===== src/rtl/scp_pkg.sv =====
package scp_pkg;
  typedef enum logic [2:0] {
    ST_OFF,
    ST_CMD,
    ST_WTA1,
    ST_WTA2,
    ST_WDAT,
    ST_RD,
    ST_AUTH,
    ST_COPY
  } scp_state_t;
endpackage


===== src/rtl/scp_buffer.sv =====
module scp_buffer #(
  parameter int DEPTH = 32,
  parameter int DW    = 8,
  localparam int AW   = $clog2(DEPTH)
) (
  input  logic          clk,
  input  logic          we,
  input  logic [AW-1:0] addr,
  input  logic [DW-1:0] wdata,
  output logic [DW-1:0] rdata
);
  logic [DW-1:0] mem_q [DEPTH];

  for (genvar i = 0; i < DEPTH; i++) begin : g_cell
    always_ff @(posedge clk) begin
      if (we && (addr == AW'(i))) begin
        mem_q[i] <= wdata;
      end
    end
  end

  assign rdata = mem_q[addr];
endmodule


===== src/rtl/scp_regs.sv =====
module scp_regs #(
  parameter int OFS_W = 5
) (
  input  logic             clk,
  input  logic             rst_n,
  input  logic             ld_ta1,
  input  logic             ld_ta2,
  input  logic [7:0]       din,
  input  logic             ld_end,
  input  logic [OFS_W-1:0] end_in,
  input  logic             pf_set,
  input  logic             pf_clr,
  input  logic             aa_set,
  input  logic             aa_clr,
  output logic [7:0]       ta1,
  output logic [7:0]       ta2,
  output logic [7:0]       es
);
  logic [7:0]       ta1_q, ta2_q;
  logic [OFS_W-1:0] end_q;
  logic             pf_q, pf_d, pf_en;
  logic             aa_q, aa_d, aa_en;

  // invalid flag: a set request wins over a clear request
  always_comb begin
    pf_en = pf_set | pf_clr;
    pf_d  = pf_set;
    aa_en = aa_set | aa_clr;
    aa_d  = aa_set;
  end

  always_ff @(posedge clk or negedge rst_n) begin
    if (!rst_n) begin
      ta1_q <= '0;
      ta2_q <= '0;
      end_q <= '0;
      pf_q  <= 1'b1;
      aa_q  <= 1'b0;
    end else begin
      if (ld_ta1) ta1_q <= din;
      if (ld_ta2) ta2_q <= din;
      if (ld_end) end_q <= end_in;
      if (pf_en)  pf_q  <= pf_d;
      if (aa_en)  aa_q  <= aa_d;
    end
  end

  assign ta1 = ta1_q;
  assign ta2 = ta2_q;
  assign es  = {aa_q, 1'b0, pf_q, 5'(end_q)};
endmodule


===== src/rtl/scp_fsm.sv =====
module scp_fsm
  import scp_pkg::*;
#(
  parameter int         OFS_W    = 5,
  parameter int         MEM_AW   = 9,
  parameter logic [7:0] OP_WRITE = 8'h0F,
  parameter logic [7:0] OP_READ  = 8'hAA,
  parameter logic [7:0] OP_COPY  = 8'h55
) (
  input  logic              clk,
  input  logic              rst_n,
  input  logic              frm_start,
  input  logic              frm_end,
  input  logic              frm_partial,
  input  logic              rx_vld,
  input  logic [7:0]        rx_data,
  input  logic              tx_req,
  input  logic [7:0]        ta1,
  input  logic [7:0]        ta2,
  input  logic [7:0]        es,
  input  logic [7:0]        buf_rdata,
  output logic [OFS_W-1:0]  ptr,
  output logic              buf_we,
  output logic              ld_ta1,
  output logic              ld_ta2,
  output logic              ld_end,
  output logic              pf_set,
  output logic              pf_clr,
  output logic              aa_set,
  output logic              aa_clr,
  output logic              tx_vld,
  output logic [7:0]        tx_data,
  output logic              mem_we,
  output logic [MEM_AW-1:0] mem_addr,
  output logic              busy,
  output scp_state_t        state
);
  localparam logic [OFS_W-1:0] LAST = '1;

  scp_state_t       st_q, st_d;
  logic [OFS_W-1:0] ptr_q, ptr_d;
  logic [1:0]       ph_q, ph_d;
  logic             got_q, got_d, full_q, full_d, ok_q, ok_d, done_q, done_d;
  logic             txv_q, txv_d;
  logic [7:0]       txd_q, txd_d;
  logic [7:0]       auth_ref;
  logic [15:0]      ta_full;
  logic [OFS_W-1:0] start_ofs, end_ofs;
  logic             in_write;

  assign ta_full   = {ta2, ta1};
  assign start_ofs = ta1[OFS_W-1:0];
  assign end_ofs   = es[OFS_W-1:0];
  assign in_write  = (st_q == ST_WTA1) || (st_q == ST_WTA2) || (st_q == ST_WDAT);

  always_comb begin
    case (ph_q)
      2'd0:    auth_ref = ta1;
      2'd1:    auth_ref = ta2;
      default: auth_ref = es;
    endcase
  end

  always_comb begin
    st_d   = st_q;
    ptr_d  = ptr_q;
    ph_d   = ph_q;
    got_d  = got_q;
    full_d = full_q;
    ok_d   = ok_q;
    done_d = done_q;
    txv_d  = 1'b0;
    txd_d  = txd_q;
    buf_we = 1'b0;
    ld_ta1 = 1'b0;
    ld_ta2 = 1'b0;
    ld_end = 1'b0;
    pf_set = 1'b0;
    pf_clr = 1'b0;
    aa_set = 1'b0;
    aa_clr = 1'b0;
    mem_we = 1'b0;
    if (st_q == ST_COPY) begin
      mem_we = 1'b1;
      if (ptr_q == end_ofs) begin
        aa_set = 1'b1;
        st_d   = ST_OFF;
      end else begin
        ptr_d = ptr_q + 1'b1;
      end
    end else if (frm_start) begin
      st_d = ST_CMD;
    end else if (frm_end) begin
      if (in_write) begin
        if (frm_partial || !got_q) pf_set = 1'b1;
        else                       pf_clr = 1'b1;
      end
      st_d = ST_OFF;
    end else if (rx_vld) begin
      case (st_q)
        ST_CMD: begin
          if (rx_data == OP_WRITE) begin
            aa_clr = 1'b1;
            pf_set = 1'b1;
            got_d  = 1'b0;
            st_d   = ST_WTA1;
          end else if (rx_data == OP_READ) begin
            ph_d   = 2'd0;
            ptr_d  = start_ofs;
            done_d = 1'b0;
            st_d   = ST_RD;
          end else if (rx_data == OP_COPY) begin
            ph_d = 2'd0;
            ok_d = 1'b1;
            st_d = ST_AUTH;
          end else begin
            st_d = ST_OFF;
          end
        end
        ST_WTA1: begin
          ld_ta1 = 1'b1;
          st_d   = ST_WTA2;
        end
        ST_WTA2: begin
          ld_ta2 = 1'b1;
          ptr_d  = start_ofs;
          full_d = 1'b0;
          st_d   = ST_WDAT;
        end
        ST_WDAT: begin
          if (!full_q) begin
            buf_we = 1'b1;
            ld_end = 1'b1;
            got_d  = 1'b1;
            if (ptr_q == LAST) full_d = 1'b1;
            else               ptr_d  = ptr_q + 1'b1;
          end
        end
        ST_AUTH: begin
          if (ph_q == 2'd2) begin
            if (ok_q && (rx_data == auth_ref) && !es[5]) begin
              ptr_d = start_ofs;
              st_d  = ST_COPY;
            end else begin
              st_d = ST_OFF;
            end
          end else begin
            ok_d = ok_q && (rx_data == auth_ref);
            ph_d = ph_q + 2'd1;
          end
        end
        default: ;
      endcase
    end else if (tx_req && (st_q == ST_RD)) begin
      txv_d = 1'b1;
      case (ph_q)
        2'd0: txd_d = ta1;
        2'd1: txd_d = ta2;
        2'd2: txd_d = es;
        default: begin
          if (done_q) begin
            txd_d = 8'hFF;
          end else begin
            txd_d = buf_rdata;
            if (ptr_q == end_ofs) done_d = 1'b1;
            else                  ptr_d  = ptr_q + 1'b1;
          end
        end
      endcase
      if (ph_q != 2'd3) ph_d = ph_q + 2'd1;
    end
  end

  always_ff @(posedge clk or negedge rst_n) begin
    if (!rst_n) begin
      st_q   <= ST_OFF;
      ptr_q  <= '0;
      ph_q   <= '0;
      got_q  <= 1'b0;
      full_q <= 1'b0;
      ok_q   <= 1'b0;
      done_q <= 1'b0;
      txv_q  <= 1'b0;
      txd_q  <= '0;
    end else begin
      st_q   <= st_d;
      ptr_q  <= ptr_d;
      ph_q   <= ph_d;
      got_q  <= got_d;
      full_q <= full_d;
      ok_q   <= ok_d;
      done_q <= done_d;
      txv_q  <= txv_d;
      txd_q  <= txd_d;
    end
  end

  assign ptr      = ptr_q;
  assign tx_vld   = txv_q;
  assign tx_data  = txd_q;
  assign mem_addr = {ta_full[MEM_AW-1:OFS_W], ptr_q};
  assign busy     = (st_q == ST_COPY);
  assign state    = st_q;
endmodule


===== src/rtl/scratch_copy_ctrl.sv =====
module scratch_copy_ctrl
  import scp_pkg::*;
#(
  parameter int         PAGE_BYTES = 32,
  parameter int         PAGES      = 16,
  parameter logic [7:0] OP_WRITE   = 8'h0F,
  parameter logic [7:0] OP_READ    = 8'hAA,
  parameter logic [7:0] OP_COPY    = 8'h55,
  localparam int        OFS_W      = $clog2(PAGE_BYTES),
  localparam int        MEM_AW     = $clog2(PAGE_BYTES * PAGES)
) (
  input  logic              clk,
  input  logic              rst_n,
  input  logic              frm_start,
  input  logic              frm_end,
  input  logic              frm_partial,
  input  logic              rx_vld,
  input  logic [7:0]        rx_data,
  input  logic              tx_req,
  output logic              tx_vld,
  output logic [7:0]        tx_data,
  input  logic              pwr_loss,
  output logic              busy,
  output logic              mem_we,
  output logic [MEM_AW-1:0] mem_addr,
  output logic [7:0]        mem_wdata
);
  logic [OFS_W-1:0] ptr;
  logic             buf_we, ld_ta1, ld_ta2, ld_end;
  logic             pf_set_fsm, pf_clr, aa_set, aa_clr;
  logic [7:0]       ta1, ta2, es, buf_rdata;
  scp_state_t       fsm_state;

  scp_buffer #(.DEPTH(PAGE_BYTES), .DW(8)) u_buf (
    .clk   (clk),
    .we    (buf_we),
    .addr  (ptr),
    .wdata (rx_data),
    .rdata (buf_rdata)
  );

  scp_regs #(.OFS_W(OFS_W)) u_regs (
    .clk    (clk),
    .rst_n  (rst_n),
    .ld_ta1 (ld_ta1),
    .ld_ta2 (ld_ta2),
    .din    (rx_data),
    .ld_end (ld_end),
    .end_in (ptr),
    .pf_set (pf_set_fsm | pwr_loss),
    .pf_clr (pf_clr),
    .aa_set (aa_set),
    .aa_clr (aa_clr),
    .ta1    (ta1),
    .ta2    (ta2),
    .es     (es)
  );

  scp_fsm #(
    .OFS_W(OFS_W), .MEM_AW(MEM_AW),
    .OP_WRITE(OP_WRITE), .OP_READ(OP_READ), .OP_COPY(OP_COPY)
  ) u_fsm (
    .clk         (clk),
    .rst_n       (rst_n),
    .frm_start   (frm_start),
    .frm_end     (frm_end),
    .frm_partial (frm_partial),
    .rx_vld      (rx_vld),
    .rx_data     (rx_data),
    .tx_req      (tx_req),
    .ta1         (ta1),
    .ta2         (ta2),
    .es          (es),
    .buf_rdata   (buf_rdata),
    .ptr         (ptr),
    .buf_we      (buf_we),
    .ld_ta1      (ld_ta1),
    .ld_ta2      (ld_ta2),
    .ld_end      (ld_end),
    .pf_set      (pf_set_fsm),
    .pf_clr      (pf_clr),
    .aa_set      (aa_set),
    .aa_clr      (aa_clr),
    .tx_vld      (tx_vld),
    .tx_data     (tx_data),
    .mem_we      (mem_we),
    .mem_addr    (mem_addr),
    .busy        (busy),
    .state       (fsm_state)
  );

  assign mem_wdata = buf_rdata;
endmodule


===== config.mk =====
export PLATFORM = sky130hd
export DESIGN_NAME = scratch_copy_ctrl
export DESIGN_NICKNAME = d
export VERILOG_FILES = /design/src/rtl/scp_pkg.sv /design/src/rtl/scp_buffer.sv /design/src/rtl/scp_regs.sv /design/src/rtl/scp_fsm.sv /design/src/rtl/scratch_copy_ctrl.sv
export SDC_FILE = /design/constraint.sdc
export NUM_CORES = 1
export LEC_CHECK = 0
export ABC_AREA = 1
export ABC_CLOCK_PERIOD_IN_PS = 2650
export CAP_MARGIN = 20
export CORE_MARGIN = 8
export CORE_UTILIZATION = 25
export CTS_BUF_LIST = sky130_fd_sc_hd__clkbuf_2 sky130_fd_sc_hd__clkbuf_4 sky130_fd_sc_hd__clkbuf_8
export DETAILED_ROUTE_END_ITERATION = 16
export PLACE_DENSITY = 0.5
export SETUP_SLACK_MARGIN = 0.05
export SLEW_MARGIN = 20
export SYNTH_ARGS = -nofsm -noshare
export SYNTH_HDL_FRONTEND = slang
export SYNTH_SLANG_ARGS = --single-unit
export TNS_END_PERCENT = 10

===== constraint.sdc =====
create_clock -name clk -period 2.65 [get_ports clk]
set_input_delay 0.3975 -clock clk [delete_from_list [all_inputs] [get_ports clk]]
set_output_delay 0.3975 -clock clk [all_outputs]
set_load 0.05 [all_outputs]

==> parameters.txt, run 1 <==
Parameter                              Value

Timing
  Clock period minus worst slack ... ~3 ns
  Slew at the pin with the worst max-slew slack ... around 0.56 ns
  Post-Route Skew ... 0.0288 ns
  Worst relative slew slack ... approximately 63%
  # setup viols final ... 8
  Setup total negative slack ... -3.08 ns
  Max-slew violation count ... 0
  Final period util ... 117%
  Max Clock Freq ... around 320 MHz
  RSZ-0062 raised after global routing ... yes
  Worst setup slack after layout ... -0.439 ns
  Final Hold Fails ... 0

Setup path
  Worst Path Buf+Inv ... 4
  Kind of launch point of the worst setup path ... flip-flop
  Library cell contributing the largest single delay on the critical path ... dfrtp_4
  Crit path kind ... reg -> out
  Required time at the worst-slack endpoint ... 2.25 ns
  Reg2reg path depth ... 13
  Critical path fanouts, max ... 19
  Endpoint arrival time on the critical path ... approximately 2.7 ns
  Capturing element type of the critical path ... output pin
  Reg2Reg Capture Point ... u_fsm.ptr[4]
  Cell chain of the critical path ... clkinv_8 > buf_16 > o21ai_0 > a21oi_1 > nor2_1 > nand4_1 > o21ai_2 > inv_1 > buf_12
  Setup slack on the worst flop-to-flop path ... about 0.30 ns
  Delay contributed by the slowest stage of the critical path ... approximately 0.55 ns
  Cell family contributing the most delay on the critical path ... buffers and inverters
  Crit Reg-Reg Startpoint ... u_fsm.ptr[0]

Pwr
  Power Internal ... 9.79 mW
  Pleak ... 6.03 nW
  Total power density per cell area ... between 900 and 1000 nW/µm²
  Power share of the clock group ... approximately 29%
  VDD IR-drop max ... between 0.0004 and 0.0005 V
  Comb pwr share ... 37.1%
  Sequential group share of total power ... approximately 34%
  Sw Pwr ... 5.76 mW
  Net switching share of the total power ... around 37%

Final layout
  Sequential cell area in the final layout ... just under 9000 µm²
  Syn-to-layout area delta ... 24.5%
  Share of post-route cells with drive strength above 1 ... between 20 and 25%
  Fraction of the core area covered by cells at the end of the flow ... 31.5%
  Footprint of the multi-input gates ... around 4000 µm²
  Final antenna diode count ... 0
  Layout net count ... 1389
  Filler instances ... approximately 5400

Status
  Violated checks ... negative setup slack
  Outcome ... finished, violations left

Global routing
  Met1 track demand over resource in global routing ... between 10% and 20%
  First-pass GRT wire length ... 60200 µm
  Maximum number of pins on one net before global-route repair ... a little under 60
  GRT Util Overall ... a little over an eighth
  Fraction of met2 tracks used by global routing ... 21.2%
  Via count of the first global-routing pass ... slightly below 10000
  Number of antenna violations at the first check in global routing ... 2
  Remaining Overflow, GRT ... 0
  GR Layer Usage met3 ... 3.05%
  Routing layer with the top usage in global route ... met2

Synth
  Top-area cell type share of the netlist area ... about 58%
  Top cells by area in the synthesized netlist ... edfxtp_1 (58%), dfrtp_1 (8.5%), o21ai_0 (6.2%), nand2_1 (6.0%), nor2_1 (5.3%)
  Count of cell types in the netlist ... 39
  Sequential area share after synthesis ... about two thirds
  Post-synth EDFFs ... roughly 260
  Leading register cell type out of synthesis ... edfxtp_1
  Async set-reset flop share out of synthesis ... 15.2%
  Synthesis-stage register bit count ... between 300 and 400
  Syn Area/Cell ... ~11 µm²
  Mapped Cells ... roughly 1200
  Cell taking the most area after synthesis ... edfxtp_1
  Syn Nets ... between 1000 and 1500
  YS warnings ... 0
  Post-synth design cell area ... about 13000 µm²

Hold path
  Class of the most critical hold timing path ... in -> async

Detailed routing
  First DRT Iteration DRCs ... about 740
  Aggregate routed wire length ... between 40000 and 50000 µm
  Total iterations of the first detailed-routing run ... 5
  Vias per Instance ... about 4.7
  Residual antenna-violating net count after detailed routing ... 0
  Total vias in the final route ... about 9800
  Routed len/inst ... between 15 and 20 µm
  Remaining routing DRC violations ... 0

CTS
  Clock edge transition at the registers on the reported setup and hold paths ... about 0.070 ns
  CTS tree ... yes
  Number of H-tree levels ... 2
  Number of buffers created by CTS ... 53
  Maximum clock insertion buffer count ... 3
  Total number of clock tree sinks ... a little over 300
  Clock Root Buffer ... clkbuf_8
  Clock network latency to the later pin of the worst-skew pair ... between 0.6 and 0.7 ns

Run
  Maximum Capacitance Violations ... 0

Placed design
  Detailed-placement wirelength estimate ... ~27000 µm
  Global placer's final weighted congestion ... 0.879
  Port Buffers ... 43

Floorplan
  Boundary pin count ... 44
  Area inside the core boundary ... about 53000 µm²
  Cell Rows ... 84
  Die Span Y ... roughly 250 µm
  Width of the die ... between 200 and 250 µm
  Starting density of the core ... between 20% and 30%
  Area enclosed by the die boundary ... 60800 µm²
-- power groups by stage --
stage / clock network [mW] / logic (mW) / registers, mW
after floorplan: 0 / 2.77 / 5.43
after CTS: 4.59 / 5.26 / 5.30
after global routing: 4.78 / 6.16 / 5.32
after detailed placement: 0 / 5.08 / 5.39
after global placement: 0 / 5.08 / 5.39
final: 4.47 / 5.77 / 5.31
-- how the worst max path moves through the flow --
stage                              end    startpoint  cells past startpoint  slack (ns)
global placement    u_buf.mem_q[27][0]       frm_end                     10        0.14
detailed placement  u_buf.mem_q[13][3]       frm_end                     10        0.08
floorplan           u_buf.mem_q[14][0]  u_fsm.ptr[0]                      7        0.04
global route              mem_wdata[4]  u_fsm.ptr[0]                      9       -0.47
CTS                       mem_wdata[3]  u_fsm.ptr[0]                     11       -0.40
finish                    mem_wdata[4]  u_fsm.ptr[0]                      9       -0.44
-- final cells by class --
type	instances	area share (%)
timing repair inverter	2	0.0908
tap	688	5.20
multi-input combinational	790	24.1
inverter	74	1.75
timing repair buffer	139	8.70
clock buffer	77	5.73
sequential	302	53.5
clock inverter	20	0.983
-- cell usage in the layout (no fill, tap or decap), drive strengths merged --
master,count
clkinv,21
edfxtp,256
xor2,4
clkdlybuf4s50,29
clkbuf,81
o211ai,3
clkinvlp,2
o22ai,59
bufinv,2
o21a,1
dlygate4sd2,4
dfrtp,45
a22oi,1
nand3,21
dfstp,1
o21ai,183
dlygate4sd3,1
o21bai,1
nand2,218
a21oi,39
inv,71
nor2,192
nor4,1
buf,101
ha,11
o32ai,1
xnor2,1
nand4,19
nor3,34
o2111ai,1
-- synth_stat cells (7+ instances only) --
cell / count
a21oi_1: 39
buf_2: 20
buf_4: 10
clkbuf_1: 29
dfrtp_1: 45
edfxtp_1: 256
ha_1: 11
inv_1: 62
inv_2: 7
nand2_1: 213
nand3_1: 19
nand4_1: 19
nor2_1: 186
nor3_1: 14
nor3_2: 19
o21ai_0: 165
o21ai_1: 18
o22ai_1: 59
-- through the flow --
stage	hold WS (ns)	cell area, µm²	setup WS [ns]	std cells	power, mW
global placement	0.303	15000	0.140	1979	10.5
finish	0.180	16500	-0.439	2092	15.6
floorplan	0.102	13300	0.0371	1230	8.21
detailed placement	0.310	15000	0.0832	1979	10.5
CTS	0.153	16200	-0.396	2081	15.1
global route	0.198	16500	-0.474	2092	16.3
-- metal layers --
layer,part of all wire [%],vias to the layer above,routed length (µm)
met5,0,-,0
met1,44,4771,18000
met3,6.6,78,2700
li1,-,4603,-
met4,3.2,0,1300
met2,46,319,19000
-- logic make-up after synthesis --
group / Yosys count / synth area share (%)
and+or+nand+nor: 485 / 15.9
DFF: 302 / 66.5
AOI/OAI and AO/OA: 289 / 11.6
buffers and inverters: 138 / 4.61
adders and majority gates: 11 / 1.04
xor gates and xnor gates: 5 / 0.330
-- flip-flops by register name (all words and copies together), names as in the netlist, 2 cells and up --
register / flops
u_fsm.ptr: 5
u_buf.mem_q: 256
u_regs.end_q: 5
u_fsm.ph_q: 2
u_regs.ta1: 8
u_regs.ta2: 8
u_fsm.state: 3
u_fsm.tx_data: 8
-- what timing repair did --
item / CTS / global route
buffers inserted: 2 / 6
hold buffers: 1 / 0
cloned: 2 / 5
endpoints found under the hold margin: 12 / 0
pin swaps: 3 / 19
gates resized for setup: 24 / 75
setup endpoints to repair: 12 / 8
Note: power is estimated with default switching activity, not from simulation.
==> run 2: changes to the inputs <==
--- a/config.mk
+++ b/config.mk
@@ -7,12 +7,14 @@
 export LEC_CHECK = 0
 export ABC_AREA = 1
 export ABC_CLOCK_PERIOD_IN_PS = 2650
-export CAP_MARGIN = 20
+export CAP_MARGIN = 25
 export CORE_MARGIN = 8
 export CORE_UTILIZATION = 25
 export CTS_BUF_LIST = sky130_fd_sc_hd__clkbuf_2 sky130_fd_sc_hd__clkbuf_4 sky130_fd_sc_hd__clkbuf_8
 export DETAILED_ROUTE_END_ITERATION = 16
+export GPL_TIMING_DRIVEN = 0
 export PLACE_DENSITY = 0.5
+export REMOVE_ABC_BUFFERS = 1
 export SETUP_SLACK_MARGIN = 0.05
 export SLEW_MARGIN = 20
 export SYNTH_ARGS = -nofsm -noshare
==> run 2 against run 1 <==
Effect of this change: worst hold slack got worse by 0.11 ns; critical path depth did not move; non-clock buffer count fell by 46; clock skew fell by 0.0085 ns; power fell by 1.9%; fmax rose by 1.6%; the flow still finishes with violations (negative setup slack); flip-flop and latch count did not move.
==> parameters.txt, run 2 (synthesis gave the netlist of run 1 again) <==
Parameter                              Value

Status
  Outcome ... finished, violations left (unchanged)
  Violated checks ... negative setup slack (unchanged)

Floorplan
  Width of the die ... 247 µm (unchanged)
  Area enclosed by the die boundary ... 60800 µm² (unchanged)
  Die Span Y ... 247 µm (unchanged)
  Area inside the core boundary ... 52600 µm² (unchanged)
  Boundary pin count ... 44 (unchanged)
  Starting density of the core ... 25.3% (unchanged)
  Cell Rows ... 84 (unchanged)

Pwr
  VDD IR-drop max ... 0.00124 V (was 0.000407 V)
  Pleak ... 6.14 nW (was 6.03 nW)
  Total power density per cell area ... 919 nW/µm² (was 940 nW/µm²)
  Post-layout power ... 15.3 mW (was 15.6 mW)

Timing
  Clock period minus worst slack ... 3.04 ns (was 3.09 ns)
  Max Clock Freq ... 329 MHz (was 324 MHz)
  Worst setup slack after layout ... -0.390 ns (was -0.439 ns)
  Max-slew violation count ... 0 (unchanged)
  Final Hold Fails ... 0 (unchanged)
  Final period util ... 115% (was 117%)
  Worst relative slew slack ... 48.2% (was 62.9%)
  RSZ-0062 raised after global routing ... yes (unchanged)
  # setup viols final ... 176 (was 8)
  Post-Route Skew ... 0.0203 ns (was 0.0288 ns)
  Minimum hold slack ... 0.0746 ns (was 0.180 ns)
  Slew at the pin with the worst max-slew slack ... 0.777 ns (was 0.555 ns)

Setup path
  Endpoint arrival time on the critical path ... 2.64 ns (was 2.69 ns)
  Cell family contributing the most delay on the critical path ... buffers and inverters (unchanged)
  Critical path fanouts, max ... 8 (was 19)
  Delay contributed by the slowest stage of the critical path ... 0.53 ns (was 0.55 ns)
  Kind of launch point of the worst setup path ... flip-flop (unchanged)
  Capturing element type of the critical path ... output pin (unchanged)
  Cell chain of the critical path ... buf_16 > buf_4 > o21ai_1 > o22ai_1 > nand2_1 > nand4_1 > o21ai_2 > inv_1 > buf_6 (was clkinv_8 > buf_16 > o21ai_0 > a21oi_1 > nor2_1 > nand4_1 > o21ai_2 > inv_1 > buf_12)
  Worst Path Buf+Inv ... 4 (unchanged)
  Required time at the worst-slack endpoint ... 2.25 ns (about the same)
  Crit path kind ... reg -> out (unchanged)
  Library cell contributing the largest single delay on the critical path ... dfrtp_4 (unchanged)

CTS
  Clock network latency to the later pin of the worst-skew pair ... 0.59 ns (was 0.63 ns)
  Number of H-tree levels ... 2 (unchanged)
  Clock edge transition at the registers on the reported setup and hold paths ... 0.06 ns (was 0.07 ns)
  Maximum clock insertion buffer count ... 3 (unchanged)
  Clock Root Buffer ... clkbuf_8 (unchanged)
  Number of buffers created by CTS ... 50 (was 53)
  Total number of clock tree sinks ... 302 (unchanged)
  CTS tree ... yes (unchanged)

Global routing
  Number of antenna violations at the first check in global routing ... 1 (was 2)
  Via count of the first global-routing pass ... 9529 (was 9715)
  Maximum number of pins on one net before global-route repair ... 47 (was 59)
  Remaining Overflow, GRT ... 0 (unchanged)
  First-pass GRT wire length ... 60500 µm (was 60200 µm)
  GRT Util Overall ... 13.1% (was 13.0%)

Detailed routing
  Total vias in the final route ... 9594 (was 9771)
  Residual antenna-violating net count after detailed routing ... 0 (unchanged)
  Vias per Instance ... 4.70 (was 4.67)
  First DRT Iteration DRCs ... 655 (was 743)
  Remaining routing DRC violations ... 0 (unchanged)
  Aggregate routed wire length ... 40200 µm (was 41100 µm)
  Routed len/inst ... 19.7 µm (was 19.6 µm)
  Total iterations of the first detailed-routing run ... 7 (was 5)

Hold path
  Class of the most critical hold timing path ... in -> reg (was in -> async)

Placed design
  Detailed-placement wirelength estimate ... 22900 µm (was 26700 µm)
  Port Buffers ... 43 (unchanged)
  Number of placed instances, taps included ... 1907 (was 1979)
  Global placer's final weighted congestion ... 0.846 (was 0.879)
  Placed inst area ... 14500 µm² (was 15000 µm²)

Run
  Maximum Capacitance Violations ... 0 (unchanged)

Final layout
  Most common cell after layout, fill and taps aside ... edfxtp_1 (unchanged)
  Share of post-route cells with drive strength above 1 ... 19.8% (was 20.0%)
  Number of standard cells in the final layout excluding fillers ... 2043 (was 2092)
  Total non-filler cell area in the finished layout ... 16600 µm² (was 16500 µm²)
  Number of flip-flops under the largest register name ... 256 (unchanged)
  Syn-to-layout area delta ... 25.0% (was 24.5%)
  Layout net count ... 1342 (was 1389)
  Commonest cells after routing, fill and taps aside ... edfxtp_1 (256), nand2_1 (211), nor2_1 (173) (was edfxtp_1 (256), nand2_1 (212), nor2_1 (173))
  Register with the most flip-flops ... u_buf.mem_q (unchanged)
run 2: changes by cell type in the layout (fill, tap and decap cells not counted), sizes merged:
cell,delta
buf,-37
dlygate4sd2,+3
clkinv,-4
bufbuf,+2
clkbuf,-5
diode,+1
inv,+5
bufinv,-2
clkinvlp,-2
clkdlybuf4s50,-10
run 2: worst register-to-register path: cells and delay by family (launching register included):
kind | cells | cell delay [ns]
simple gates | 6 | 1.68
flops | 1 | 0.46
buf+inv | 3 | 0.30
run 2: final timing paths:
path | to | cells after the start | slack [ns] | start
max in group asynchronous | u_fsm.ptr[0] | 2 | 1.75 | rst_n
max | mem_wdata[6] | 9 | -0.39 | u_fsm.ptr[0]
min | u_buf.mem_q[6][0] | 1 | 0.07 | rx_data[0]
min in group asynchronous | u_fsm.tx_vld | 2 | 0.39 | rst_n
min reg2reg | u_fsm.tx_data[3] | 2 | 0.48 | u_fsm.tx_data[3]
max reg2reg | u_buf.mem_q[19][4] | 9 | -0.17 | u_fsm.state[2]
run 2: report_power, final:
| part | internal [mW] | total, mW | switching (mW) |
|---|---|---|---|
| Combinational | 1.87 | 5.83 | 3.95 |
| Clock | 2.19 | 4.07 | 1.88 |
| Sequential | 5.21 | 5.37 | 0.159 |
| Total | 9.28 | 15.3 | 5.99 |
run 2: stage by stage:
| stage | util [%] | TNS (ns) | worst slack (ns) |
|---|---|---|---|
| 2_1_floorplan | - | -454.16 | -2.17 |
| 3_3_place_gp | 27.1 | -1147.18 | -5.62 |
| 3_5_place_dp | 27.6 | -209.73 | -1.34 |
| 4_1_cts | 31.0 | -35.04 | -0.400 |
| 5_1_grt | 31.6 | -43.66 | -0.449 |
| 6_report | 31.6 | -12.54 | -0.390 |
run 2: final cells by class:
cell class | count | area, µm²
diodes | 1 | 2.50
clock buffers | 76 | 908
clock inverters | 15 | 75.1
fillers | 5390 | 35900
inverters | 74 | 318
multi-input cells | 790 | 4340
flip-flops and latches | 302 | 8850
well taps | 688 | 861
repair buffers | 93 | 1200
repair inverters | 4 | 56.3
run 2: what timing repair did:
action                                  in CTS  in global routing
endpoints found under the hold margin       45                  0
cloned                                       8                  0
endpoints found under the setup margin     286                262
setup buffers                               27                  8
hold buffers                                 1                  0
gates resized for setup                    165                 77
pin swaps                                   36                 39
run 2: layer usage:
metal  track usage (%)  vias to the layer above  wire length (µm)
li1                  -                     4522                 -
met4              5.02                        0              1310
met3              2.34                       70              2360
met1              17.7                     4719             17900
met2              20.7                      283             18600
met5                 0                        -                 0
==> run 3: changes to the inputs <==
--- a/config.mk
+++ b/config.mk
@@ -9,11 +9,11 @@
 export ABC_CLOCK_PERIOD_IN_PS = 2650
 export CAP_MARGIN = 25
 export CORE_MARGIN = 8
-export CORE_UTILIZATION = 25
+export CORE_UTILIZATION = 35
 export CTS_BUF_LIST = sky130_fd_sc_hd__clkbuf_2 sky130_fd_sc_hd__clkbuf_4 sky130_fd_sc_hd__clkbuf_8
 export DETAILED_ROUTE_END_ITERATION = 16
 export GPL_TIMING_DRIVEN = 0
-export PLACE_DENSITY = 0.5
+export PLACE_DENSITY = 0.61
 export REMOVE_ABC_BUFFERS = 1
 export SETUP_SLACK_MARGIN = 0.05
 export SLEW_MARGIN = 20
==> run 3 against run 2 <==
Effect of this change: the flow still finishes with violations (negative setup slack); utilization is 12 points higher; cell count is 8.6% lower; fmax is 0.49% lower; sequential power is 0.7% lower; clock-buffer cell count fell by 8.
==> parameters.txt, run 3 (synthesis gave the netlist of run 1 again) <==
Parameter                              Value

Pwr
  VDD IR-drop max ... 0.00146 V (was 0.00124 V)
  Total power density per cell area ... 966 nW/µm² (was 919 nW/µm²)
  Pleak ... 6.09 nW (was 6.14 nW)

Detailed routing
  Remaining routing DRC violations ... 0 (unchanged)
  Residual antenna-violating net count after detailed routing ... 0 (unchanged)
  Routed len/inst ... 21.5 µm (was 19.7 µm)
  Total iterations of the first detailed-routing run ... 5 (was 7)
  First DRT Iteration DRCs ... 943 (was 655)
  Vias per Instance ... 5.34 (was 4.70)
  Aggregate routed wire length ... 40100 µm (was 40200 µm)
  Total vias in the final route ... 9970 (was 9594)

CTS
  Clock edge transition at the registers on the reported setup and hold paths ... 0.06 ns (about the same)
  Number of buffers created by CTS ... 50 (unchanged)
  Clock network latency to the later pin of the worst-skew pair ... 0.60 ns (was 0.59 ns)
  Number of H-tree levels ... 2 (unchanged)
  CTS tree ... yes (unchanged)
  Total number of clock tree sinks ... 302 (unchanged)
  Clock Root Buffer ... clkbuf_8 (unchanged)
  Maximum clock insertion buffer count ... 3 (unchanged)

Floorplan
  Area enclosed by the die boundary ... 44500 µm² (was 60800 µm²)
  Die Span Y ... 211 µm (was 247 µm)
  Area inside the core boundary ... 37500 µm² (was 52600 µm²)
  Boundary pin count ... 44 (unchanged)
  Width of the die ... 211 µm (was 247 µm)
  Starting density of the core ... 35.4% (was 25.3%)
  Cell Rows ... 71 (was 84)

Timing
  Slew at the pin with the worst max-slew slack ... 0.870 ns (was 0.777 ns)
  Final Hold Fails ... 0 (unchanged)
  Worst relative slew slack ... 41.8% (was 48.2%)
  Post-Route Skew ... 0.0292 ns (was 0.0203 ns)
  RSZ-0062 raised after global routing ... yes (unchanged)
  # setup viols final ... 165 (was 176)
  Final period util ... 115% (about the same)
  Worst setup slack after layout ... -0.405 ns (was -0.390 ns)
  Max-slew violation count ... 0 (unchanged)
  Max Clock Freq ... 327 MHz (was 329 MHz)
  Clock period minus worst slack ... 3.06 ns (was 3.04 ns)

Final layout
  Number of standard cells in the final layout excluding fillers ... 1867 (was 2043)
  Final antenna diode count ... 0 (was 1)
  Syn-to-layout area delta ... 23.5% (was 25.0%)
  Most common cell after layout, fill and taps aside ... edfxtp_1 (unchanged)
  Register with the most flip-flops ... u_buf.mem_q (unchanged)
  Number of flip-flops under the largest register name ... 256 (unchanged)
  Share of post-route cells with drive strength above 1 ... 19.7% (was 19.8%)
  Layout net count ... 1344 (was 1342)
  Commonest cells after routing, fill and taps aside ... edfxtp_1 (256), nand2_1 (210), nor2_1 (174) (was edfxtp_1 (256), nand2_1 (211), nor2_1 (173))
  Fraction of the core area covered by cells at the end of the flow ... 43.8% (was 31.6%)

Hold path
  Class of the most critical hold timing path ... in -> async (was in -> reg)

Setup path
  Kind of launch point of the worst setup path ... flip-flop (unchanged)
  Critical path fanouts, max ... 17 (was 8)
  Required time at the worst-slack endpoint ... 2.25 ns (about the same)
  Capturing element type of the critical path ... output pin (unchanged)
  Endpoint arrival time on the critical path ... 2.66 ns (was 2.64 ns)
  Crit path kind ... reg -> out (unchanged)

Placed design
  Detailed-placement wirelength estimate ... 20600 µm (was 22900 µm)
  Post-placement setup slack ... -1.52 ns (was -1.34 ns)
  Global placer's final weighted congestion ... 0.873 (was 0.846)
  Number of placed instances, taps included ... 1727 (was 1907)
  Port Buffers ... 43 (unchanged)

Global routing
  GRT Util Overall ... 17.7% (was 13.1%)
  Via count of the first global-routing pass ... 9407 (was 9529)
  First-pass GRT wire length ... 59400 µm (was 60500 µm)
  Number of antenna violations at the first check in global routing ... 1 (unchanged)
  Remaining Overflow, GRT ... 0 (unchanged)
  Maximum number of pins on one net before global-route repair ... 37 (was 47)

Status
  Violated checks ... negative setup slack (unchanged)
  Outcome ... finished, violations left (unchanged)

Run
  Maximum Capacitance Violations ... 0 (unchanged)
run 3: layout make-up:
class	instances	area [µm²]
repair inverters	7	108
inverters	74	314
well taps	511	639
repair buffers	92	1180
fillers	3467	21100
multi-input cells	790	4290
clock inverters	23	163
clock buffers	68	873
flip-flops and latches	302	8850
run 3: timing repair:
action	in CTS	in global routing
pin swaps	37	20
buffers inserted	25	4
hold buffers	1	0
gates cloned	19	1
hold endpoints to repair	18	0
setup endpoints to repair	287	262
resized for setup	159	71
run 3: per-layer routing:
metal  global-route usage (%)  wire [µm]
met1                     23.6      16200
met2                     28.0      18700
met3                     3.10       3660
met4                     7.63       1580
met5                        0          0
run 3: worst paths after layout:
kind                                  startpoint  cells past startpoint  slack [ns]                 end
worst min-delay path                       rst_n                      2        0.28       u_regs.ta1[5]
worst min register to register  u_fsm.tx_data[3]                      2        0.48    u_fsm.tx_data[3]
worst max register to register    u_fsm.state[2]                      9       -0.37  u_buf.mem_q[18][2]
worst max-delay path                u_fsm.ptr[0]                     10       -0.41        mem_wdata[7]
max in group asynchronous                  rst_n                      3        1.78         u_regs.pf_q
min in group clk                      rx_data[0]                      1        0.42  u_buf.mem_q[11][0]
run 3: worst max-delay path, cell delays in order (launching register included):
cell,delay [ns]
dfrtp_4,0.51
buf_12,0.17
buf_16,0.19
inv_16,0.14
nor2_1,0.05
o22ai_1,0.22
nand2_1,0.15
nand4_1,0.20
o21ai_2,0.15
inv_1,0.10
buf_6,0.16
run 3: where the power goes:
group | switching, mW | internal [mW] | leakage, nW
logic | 4.15 | 2.11 | 2.64
registers | 0.117 | 5.22 | 2.90
clock network | 1.91 | 2.34 | 0.545
run 3: per-stage QoR:
step	TNS, ns	hold slack, ns	total power, mW	instance area [µm²]
2_1_floorplan	-454.16	0.102	8.02	13000
3_5_place_dp	-236.09	0.373	9.73	14200
4_1_cts	-35.89	0.267	15.6	16200
5_1_grt	-65.30	0.308	16.4	16400
3_3_place_gp	-1076.01	0.463	9.40	14000
6_report	-43.62	0.282	15.9	16400
